===== config.mk =====
export PLATFORM = sky130hd
export DESIGN_NAME = pzc_canceller
export DESIGN_NICKNAME = d
export VERILOG_FILES = /design/src/rtl/pzc_pkg.sv /design/src/rtl/pzc_datapath.sv /design/src/rtl/pzc_control.sv /design/src/rtl/pzc_canceller.sv
export SDC_FILE = /design/constraint.sdc
export NUM_CORES = 1
export LEC_CHECK = 0
export CORE_MARGIN = 2
export CORE_UTILIZATION = 45
export DETAILED_ROUTE_END_ITERATION = 16
export SKIP_CTS_REPAIR_TIMING = 1
export SYNTH_ARGS = -nofsm -noshare
export SYNTH_HDL_FRONTEND = slang
export SYNTH_HIERARCHICAL = 1
export SYNTH_SLANG_ARGS = --single-unit

===== constraint.sdc =====
create_clock -name clk -period 12.3 [get_ports clk]
set_clock_uncertainty 0.05 [all_clocks]
set_input_delay 3.075 -clock clk [delete_from_list [all_inputs] [get_ports clk]]
set_output_delay 3.075 -clock clk [all_outputs]
set_load 0.005 [all_outputs]

===== src/rtl/pzc_pkg.sv =====
package pzc_pkg;
  // Strobes passed from the control unit to the datapath
  typedef struct packed {
    logic accEn;       // valid sample: integrator advances
    logic negHit;      // valid sample with negative result
    logic windowFull;  // this negative result closes the window
  } pzcStrobe_t;
endpackage


===== src/rtl/pzc_datapath.sv =====
module pzc_datapath
  import pzc_pkg::*;
#(
  parameter int SAMPLE_W = 12,
  parameter int RESULT_W = 28,
  parameter int GAIN_M   = 2000,
  parameter int WIN_LOG2 = 4
) (
  input  logic                       clk,
  input  logic                       rst,
  input  logic signed [SAMPLE_W-1:0] sample,
  input  pzcStrobe_t                 strobes,
  output logic signed [RESULT_W-1:0] result,
  output logic signed [RESULT_W-1:0] accOut,
  output logic signed [RESULT_W+WIN_LOG2-1:0] sumOut
);
  localparam int SUM_W = RESULT_W + WIN_LOG2;
  localparam logic signed [RESULT_W-1:0] GAIN_K = RESULT_W'(GAIN_M);

  logic signed [RESULT_W-1:0] accReg;
  logic signed [SUM_W-1:0]    negSum;
  logic signed [RESULT_W-1:0] sampleExt;
  logic signed [RESULT_W-1:0] accPlus;
  logic signed [RESULT_W-1:0] weighted;
  logic signed [SUM_W-1:0]    sumWithResult;
  logic signed [SUM_W-1:0]    meanWide;
  logic signed [RESULT_W-1:0] correction;

  always_comb begin
    sampleExt     = RESULT_W'(sample);
    accPlus       = accReg + sampleExt;
    weighted      = sampleExt * GAIN_K;
    result        = weighted + accPlus;
    sumWithResult = negSum + SUM_W'(result);
    meanWide      = sumWithResult >>> WIN_LOG2;
    correction    = meanWide[RESULT_W-1:0];
  end

  always_ff @(posedge clk) begin
    if (rst) begin
      accReg <= '0;
      negSum <= '0;
    end else begin
      if (strobes.accEn) begin
        accReg <= strobes.windowFull ? (accPlus - correction) : accPlus;
      end
      if (strobes.windowFull) begin
        negSum <= '0;
      end else if (strobes.negHit) begin
        negSum <= sumWithResult;
      end
    end
  end

  assign accOut = accReg;
  assign sumOut = negSum;
endmodule


===== src/rtl/pzc_control.sv =====
module pzc_control
  import pzc_pkg::*;
#(
  parameter int WIN_LOG2 = 4
) (
  input  logic                clk,
  input  logic                rst,
  input  logic                sampleValid,
  input  logic                resultNeg,
  output pzcStrobe_t          strobes,
  output logic [WIN_LOG2-1:0] negCount
);
  localparam logic [WIN_LOG2-1:0] LAST_SLOT = '1;

  logic [WIN_LOG2-1:0] countReg;

  always_comb begin
    strobes.accEn      = sampleValid;
    strobes.negHit     = sampleValid && resultNeg;
    strobes.windowFull = strobes.negHit && (countReg == LAST_SLOT);
  end

  always_ff @(posedge clk) begin
    if (rst) begin
      countReg <= '0;
    end else if (strobes.windowFull) begin
      countReg <= '0;
    end else if (strobes.negHit) begin
      countReg <= countReg + 1'b1;
    end
  end

  assign negCount = countReg;
endmodule


===== src/rtl/pzc_canceller.sv =====
module pzc_canceller
  import pzc_pkg::*;
#(
  parameter int SAMPLE_W = 12,
  parameter int RESULT_W = 28,
  parameter int GAIN_M   = 2000,
  parameter int WIN_LOG2 = 4
) (
  input  logic                clk,
  input  logic                rst,
  input  logic                sampleValid,
  input  logic [SAMPLE_W-1:0] sample,
  output logic [RESULT_W-1:0] result
);
  localparam int SUM_W = RESULT_W + WIN_LOG2;

  pzcStrobe_t                 strobes;
  logic signed [RESULT_W-1:0] resultS;
  logic signed [RESULT_W-1:0] accVal;
  logic signed [SUM_W-1:0]    negSum;
  logic [WIN_LOG2-1:0]        negCount;

  pzc_control #(.WIN_LOG2(WIN_LOG2)) uCtrl (
    .clk        (clk),
    .rst        (rst),
    .sampleValid(sampleValid),
    .resultNeg  (resultS[RESULT_W-1]),
    .strobes    (strobes),
    .negCount   (negCount)
  );

  pzc_datapath #(
    .SAMPLE_W(SAMPLE_W), .RESULT_W(RESULT_W),
    .GAIN_M(GAIN_M), .WIN_LOG2(WIN_LOG2)
  ) uData (
    .clk    (clk),
    .rst    (rst),
    .sample ($signed(sample)),
    .strobes(strobes),
    .result (resultS),
    .accOut (accVal),
    .sumOut (negSum)
  );

  assign result = resultS;
endmodule


; ---- After elaboration in Yosys (flattened, before gate mapping)
; Cells that the tools add are included.
[totals]
reg_bits = 64
in_bits = 15
out_inout_bits = 28
word_cells = 14
[classes]
add_sub_neg = 5
multipliers = 1
n_eq_ne = 1
mux = 1
n_reduce_logical = 3
[op_table]
columns = operator, count
row1 = adder 32 x 28 -> 32 bit, 1
row2 = adder 24 x 28 -> 28 bit, 1
row3 = adder 28 x 12 -> 28 bit, 1
row4 = 2-to-1 mux 28 bit, 1
row5 = subtractor 28 bit, 1
row6 = multiplier 12 x 8 -> 20 bit (second input constant), 1
row7 = adder 4 x 1 -> 4 bit (second input constant), 1
row8 = == test 4 bit (second input constant), 1
row9 = logical AND 1 bit, 2
row10 = OR reduction 2 bit, 1

; ---- Depth between registers and ports, before layout
[logic_depth]
depth_word = 5
depth_mapped = 45

; ---- Hierarchy
; Netlist, hierarchy kept.
[by_module_without_submodules]
columns = module, instances, cells_each, area_each_um2
row1 = pzc_datapath, 1, 1292, 10133.5
row2 = pzc_control, 1, 21, 192.7

; ---- Worst setup path before layout
; OpenSTA, ideal clock, no wires.
[synth_timing]
path_kind = input port to flip-flop
from = input port sample[2]
to = register uData.accReg[27] (netlist: uData/accOut[27])
setup_ps = 95
t_arrival_ps = 11744
required_time_ps = 12155
setup_slack_ps = 410
stages = 43
path_buffers = 0
cell_sequence = inv_1 -> fa_1 -> inv_1 -> ha_1 -> inv_1 -> fa_1 -> fa_1 -> inv_1 -> ha_1 -> a21o_1 -> a21oi_1 -> o21bai_1 -> a21oi_1 -> o21bai_1 -> a21oi_1 -> xnor2_1 -> ha_1 -> a21o_1 -> (+7 left out) -> nor2_1 -> a221o_1 -> or2_4 -> xnor2_1 -> ha_1 -> nand3_1 -> nor2_1 -> or4_1 -> a31oi_1 -> o2bb2ai_1 -> nand2_1 -> a22oi_1 -> o31a_1 -> nor4b_1 -> a2111oi_0 -> xor2_1 -> nand4bb_1 -> o311ai_1
[synth_between]
elab_chain_len = 5
[synth_lines]
columns = item, line
row1 = "start, declared", pzc_canceller.sv:12  ; input logic [SAMPLE_W-1:0] sample,
row2 = multiplier 12 x 8 -> 20 bit or adder 28 x 12 -> 28 bit (tied branches), "pzc_datapath.sv:32, pzc_datapath.sv:31"
row3 = adder 24 x 28 -> 28 bit (*), pzc_datapath.sv:33  ; result = weighted + accPlus;
row4 = net result[20], pzc_canceller.sv:13  ; output logic [RESULT_W-1:0] result
row5 = adder 32 x 28 -> 32 bit (*), pzc_datapath.sv:34  ; sumWithResult = negSum + SUM_W'(result);
row6 = subtractor 28 bit (*), pzc_datapath.sv:45  ; accReg <= strobes.windowFull ? (accPlus - correction) : accPlus;
row7 = 2-to-1 mux 28 bit (*), pzc_datapath.sv:45
row8 = "end signal, assigned", pzc_datapath.sv:45
row9 = "end, declared", pzc_datapath.sv:20  ; logic signed [RESULT_W-1:0] accReg;
; The timed path passes the listed nets; every way through them passes the cells marked *.
; A chain may end at the register's enable or synchronous reset.

; ---- Worst setup path after layout
[layout_timing]
from = input port sample[1]
to = output port result[20]
[layout_between]
elab_chain_len = 2
[layout_lines]
columns = item, line
row1 = multiplier 12 x 8 -> 20 bit or adder 28 x 12 -> 28 bit (tied branches), "pzc_datapath.sv:32, pzc_datapath.sv:31"
row2 = adder 24 x 28 -> 28 bit (*), pzc_datapath.sv:33
row3 = "end, declared", pzc_canceller.sv:13
; Mark *: on every way between the ends. The rest lies on a longest branch, timed or not.

==> qor.csv <==
stage;metric;value;unit
logic_synthesis;FF+latch count, synth;64;
sta;RSZ-0062 raised after global routing;yes;
worst_setup_path;CP endpoint kind;primary output;
sta;period utilisation layout;98.5;%
die;Die W;155;µm
global_routing;gr ovfl total;0;
die;Die Y;155;µm
logic_synthesis;Synth warnings;6;
logic_synthesis;Synth top area share;18.7;%
logic_synthesis;Post-synth EDFFs;0;
sta;worst-margin pin slew;0.866;ns
sta;final setup fails;0;
clock_tree;CTS sink cnt;64;
detailed_routing;DR vias;9955;
logic_synthesis;sequential fraction of the synthesis area;12.4;%
clock_tree;CTS tree;yes;
final_layout;nets;1775;
global_routing;global-route usage over all layers;23.4;%
worst_setup_path;crit path max fanout;6;
run;Max Cap Violations;0;
logic_synthesis;top post-synthesis cells by count;ha_1, inv_1, nor2_1, a21oi_1, xnor2_1;
die;Initial Util;45.7;%
final_layout;Finished Cell Area;13500;µm²
clock_tree;H-Tree Depth;3;
logic_synthesis;leading cell type by number of instances after synthesis;ha_1;
detailed_routing;Starting DRT DRC Count;506;
clock_tree;Max Buffers Root-to-Sink;2;
logic_synthesis;synthesized area;10300;µm²
global_routing;largest net degree at the start of global routing;51;
logic_synthesis;Synth Area per Inst;7.86;µm²
logic_synthesis;Top FF cell, synth;dfxtp_1;
min_path;Hold WC Path Type;flop to flop;
detailed_routing;Pre-Repair DR Iteration Count;5;
detailed_routing;# DRC;0;
sta;Final Hold Violating Endpoints;0;
sta;Slew HR;42.1;%
final_layout;Synth-to-Final Area Change;30.8;%
clock_tree;Skew-Pair Late Insertion Delay;0.34;ns
place;dpl hpwl;22900;µm
final_layout;Antenna diodes;0;
die;core box area;22600;µm²
worst_setup_path;CP Data Required Time;9.17;ns
die;row count;55;
worst_setup_path;Startpoint Class;input pin;
sta;highest achievable clock rate;82.5;MHz
run_status;status;complete, no violations;
clock_tree;CTS Buf Count;9;
clock_tree;CTS clock-pin slew for the worst setup and hold paths;0.05;ns
logic_synthesis;Synth Net Count;1528;
die;die area;24200;µm²
global_routing;number of global-route vias before repair;9524;
logic_synthesis;asr flop ratio synth;0;%
final_layout;register area;1280;µm²
detailed_routing;drt via density;5.38;
place;GPL Wtd Cong;0.952;
final_layout;share of layout cells above drive strength 1;22.3;%
global_routing;initial antenna violation count;0;
place;DP Area;12600;µm²
clock_tree;CTS root buf;clkbuf_16;
logic_synthesis;post-synthesis cell type count;79;
final_layout;fill cell count;2119;
sta;fin crit period;12.12;ns
global_routing;first-pass GRT wire length;46100;µm
detailed_routing;post-route ant nets;0;
detailed_routing;WL/cell;15.4;µm
detailed_routing;final wirelength;28500;µm
worst_setup_path;CP arrival;8.99;ns
logic_synthesis;Yosys top cell by area;ha_1;
final_layout;multi-input logic area;8830;µm²
worst_setup_path;critical path class;input pin to primary output;
logic_synthesis;top post-synthesis cells by area;ha_1, dfxtp_1, fa_1;
logic_synthesis;Mapped Cells;1313;
die;Ports;43;
place;Port Buffers;42;
sta;Slew Viols, Final;0;
## area by class of cell
type / instances / area share (%)
well taps: 285 / 2.64
repair buffers: 269 / 15.9
inverters: 146 / 4.06
clock buffers: 13 / 2.08
flip-flops and latches: 64 / 9.49
clock inverters: 2 / 0.445
multi-input cells: 1070 / 65.4
## per-stage QoR
step	std cells	setup slack [ns]	util (%)	hold WS [ns]	setup TNS, ns
global placement	1821	-0.555	55.7	0.406	-4.32
finish	1849	0.184	59.8	0.422	0
detailed placement	1821	-0.612	55.7	0.414	-5.33
global route	1849	-0.132	59.8	0.448	-0.935
floorplan	1313	0.410	-	0.395	0
CTS	1836	-0.687	57.2	0.420	-4.25
## layer usage
layer | up-vias | GRT usage, % | share of wire (%)
met4 | 0 | 6.77 | 1.7
met1 | 4635 | 33.9 | 51
met5 | - | 0 | 0
li1 | 5140 | - | -
met3 | 22 | 1.39 | 3.1
met2 | 158 | 37.7 | 45
## placed cells by master, fill, tap and decap left out, types with 9 or more instances in the layout
master           instances
a211oi_1                35
a21o_1                  46
a21oi_1                 99
a21oi_2                 12
a31oi_1                 14
buf_4                  226
clkbuf_16                9
clkdlybuf4s50_1         25
dfxtp_1                 64
dlymetal6s2s_1          14
fa_1                    46
ha_1                   143
inv_1                  138
mux2i_1                 20
nand2_1                 79
nand2b_1                17
nand3_1                 17
nor2_1                 113
nor2b_1                 28
nor3_1                  16
o211ai_1                12
o21a_1                  22
o21ai_0                 56
o21bai_1                20
xnor2_1                 68
xnor2_2                 10
xor2_1                  32
## worst max-delay path, stage by stage
cell and delay [ns]:
clkdlybuf4s50_1 0.41, buf_4 0.17, fa_1 0.43, ha_1 0.28, inv_1 0.05, fa_1 0.48
fa_1 0.49, inv_1 0.04, ha_1 0.30, a21o_1 0.21, a21oi_2 0.14, o21bai_1 0.11
a21oi_2 0.14, o21bai_1 0.10, a21oi_2 0.16, buf_4 0.16, xnor2_4 0.14, ha_4 0.23
a21o_1 0.18, or3_4 0.34, o21ai_2 0.16, buf_4 0.12, o21bai_1 0.06, a21oi_1 0.16
xnor2_1 0.19, buf_4 0.17, clkdlybuf4s50_1 0.49
## logic make-up (layout without fill, tap and decap cells)
family	after synthesis	after routing	synth area share [%]
DFF	64	64	12.4
buffers and inverters	179	430	6.60
and+or+nand+nor	333	333	15.3
AOI/OAI and AO/OA	398	398	25.9
xor gates and xnor gates	114	114	9.80
muxes	21	21	2.08
adders and majority gates	204	204	28.0
## worst paths after layout
path                                 startpoint                            end  slack (ns)  cells past startpoint
setup / recovery                      sample[1]                     result[20]        0.18                     27
hold / removal    uData/accOut[21]$_SDFFE_PP0P_  uData/accOut[21]$_SDFFE_PP0P_        0.42                      2
hold reg to reg   uData/accOut[21]$_SDFFE_PP0P_  uData/accOut[21]$_SDFFE_PP0P_        0.42                      2
setup reg to reg   uData/accOut[0]$_SDFFE_PP0P_  uData/accOut[27]$_SDFFE_PP0P_        3.81                     40
## state kept, by name, indices dropped and copies added, names as in the netlist
register / flops
uCtrl/negCount: 4
uData/accOut: 28
uData/sumOut: 32
Power is not shown: default switching activity piles up to over one toggle a cycle in this logic, so the estimate is an artifact.
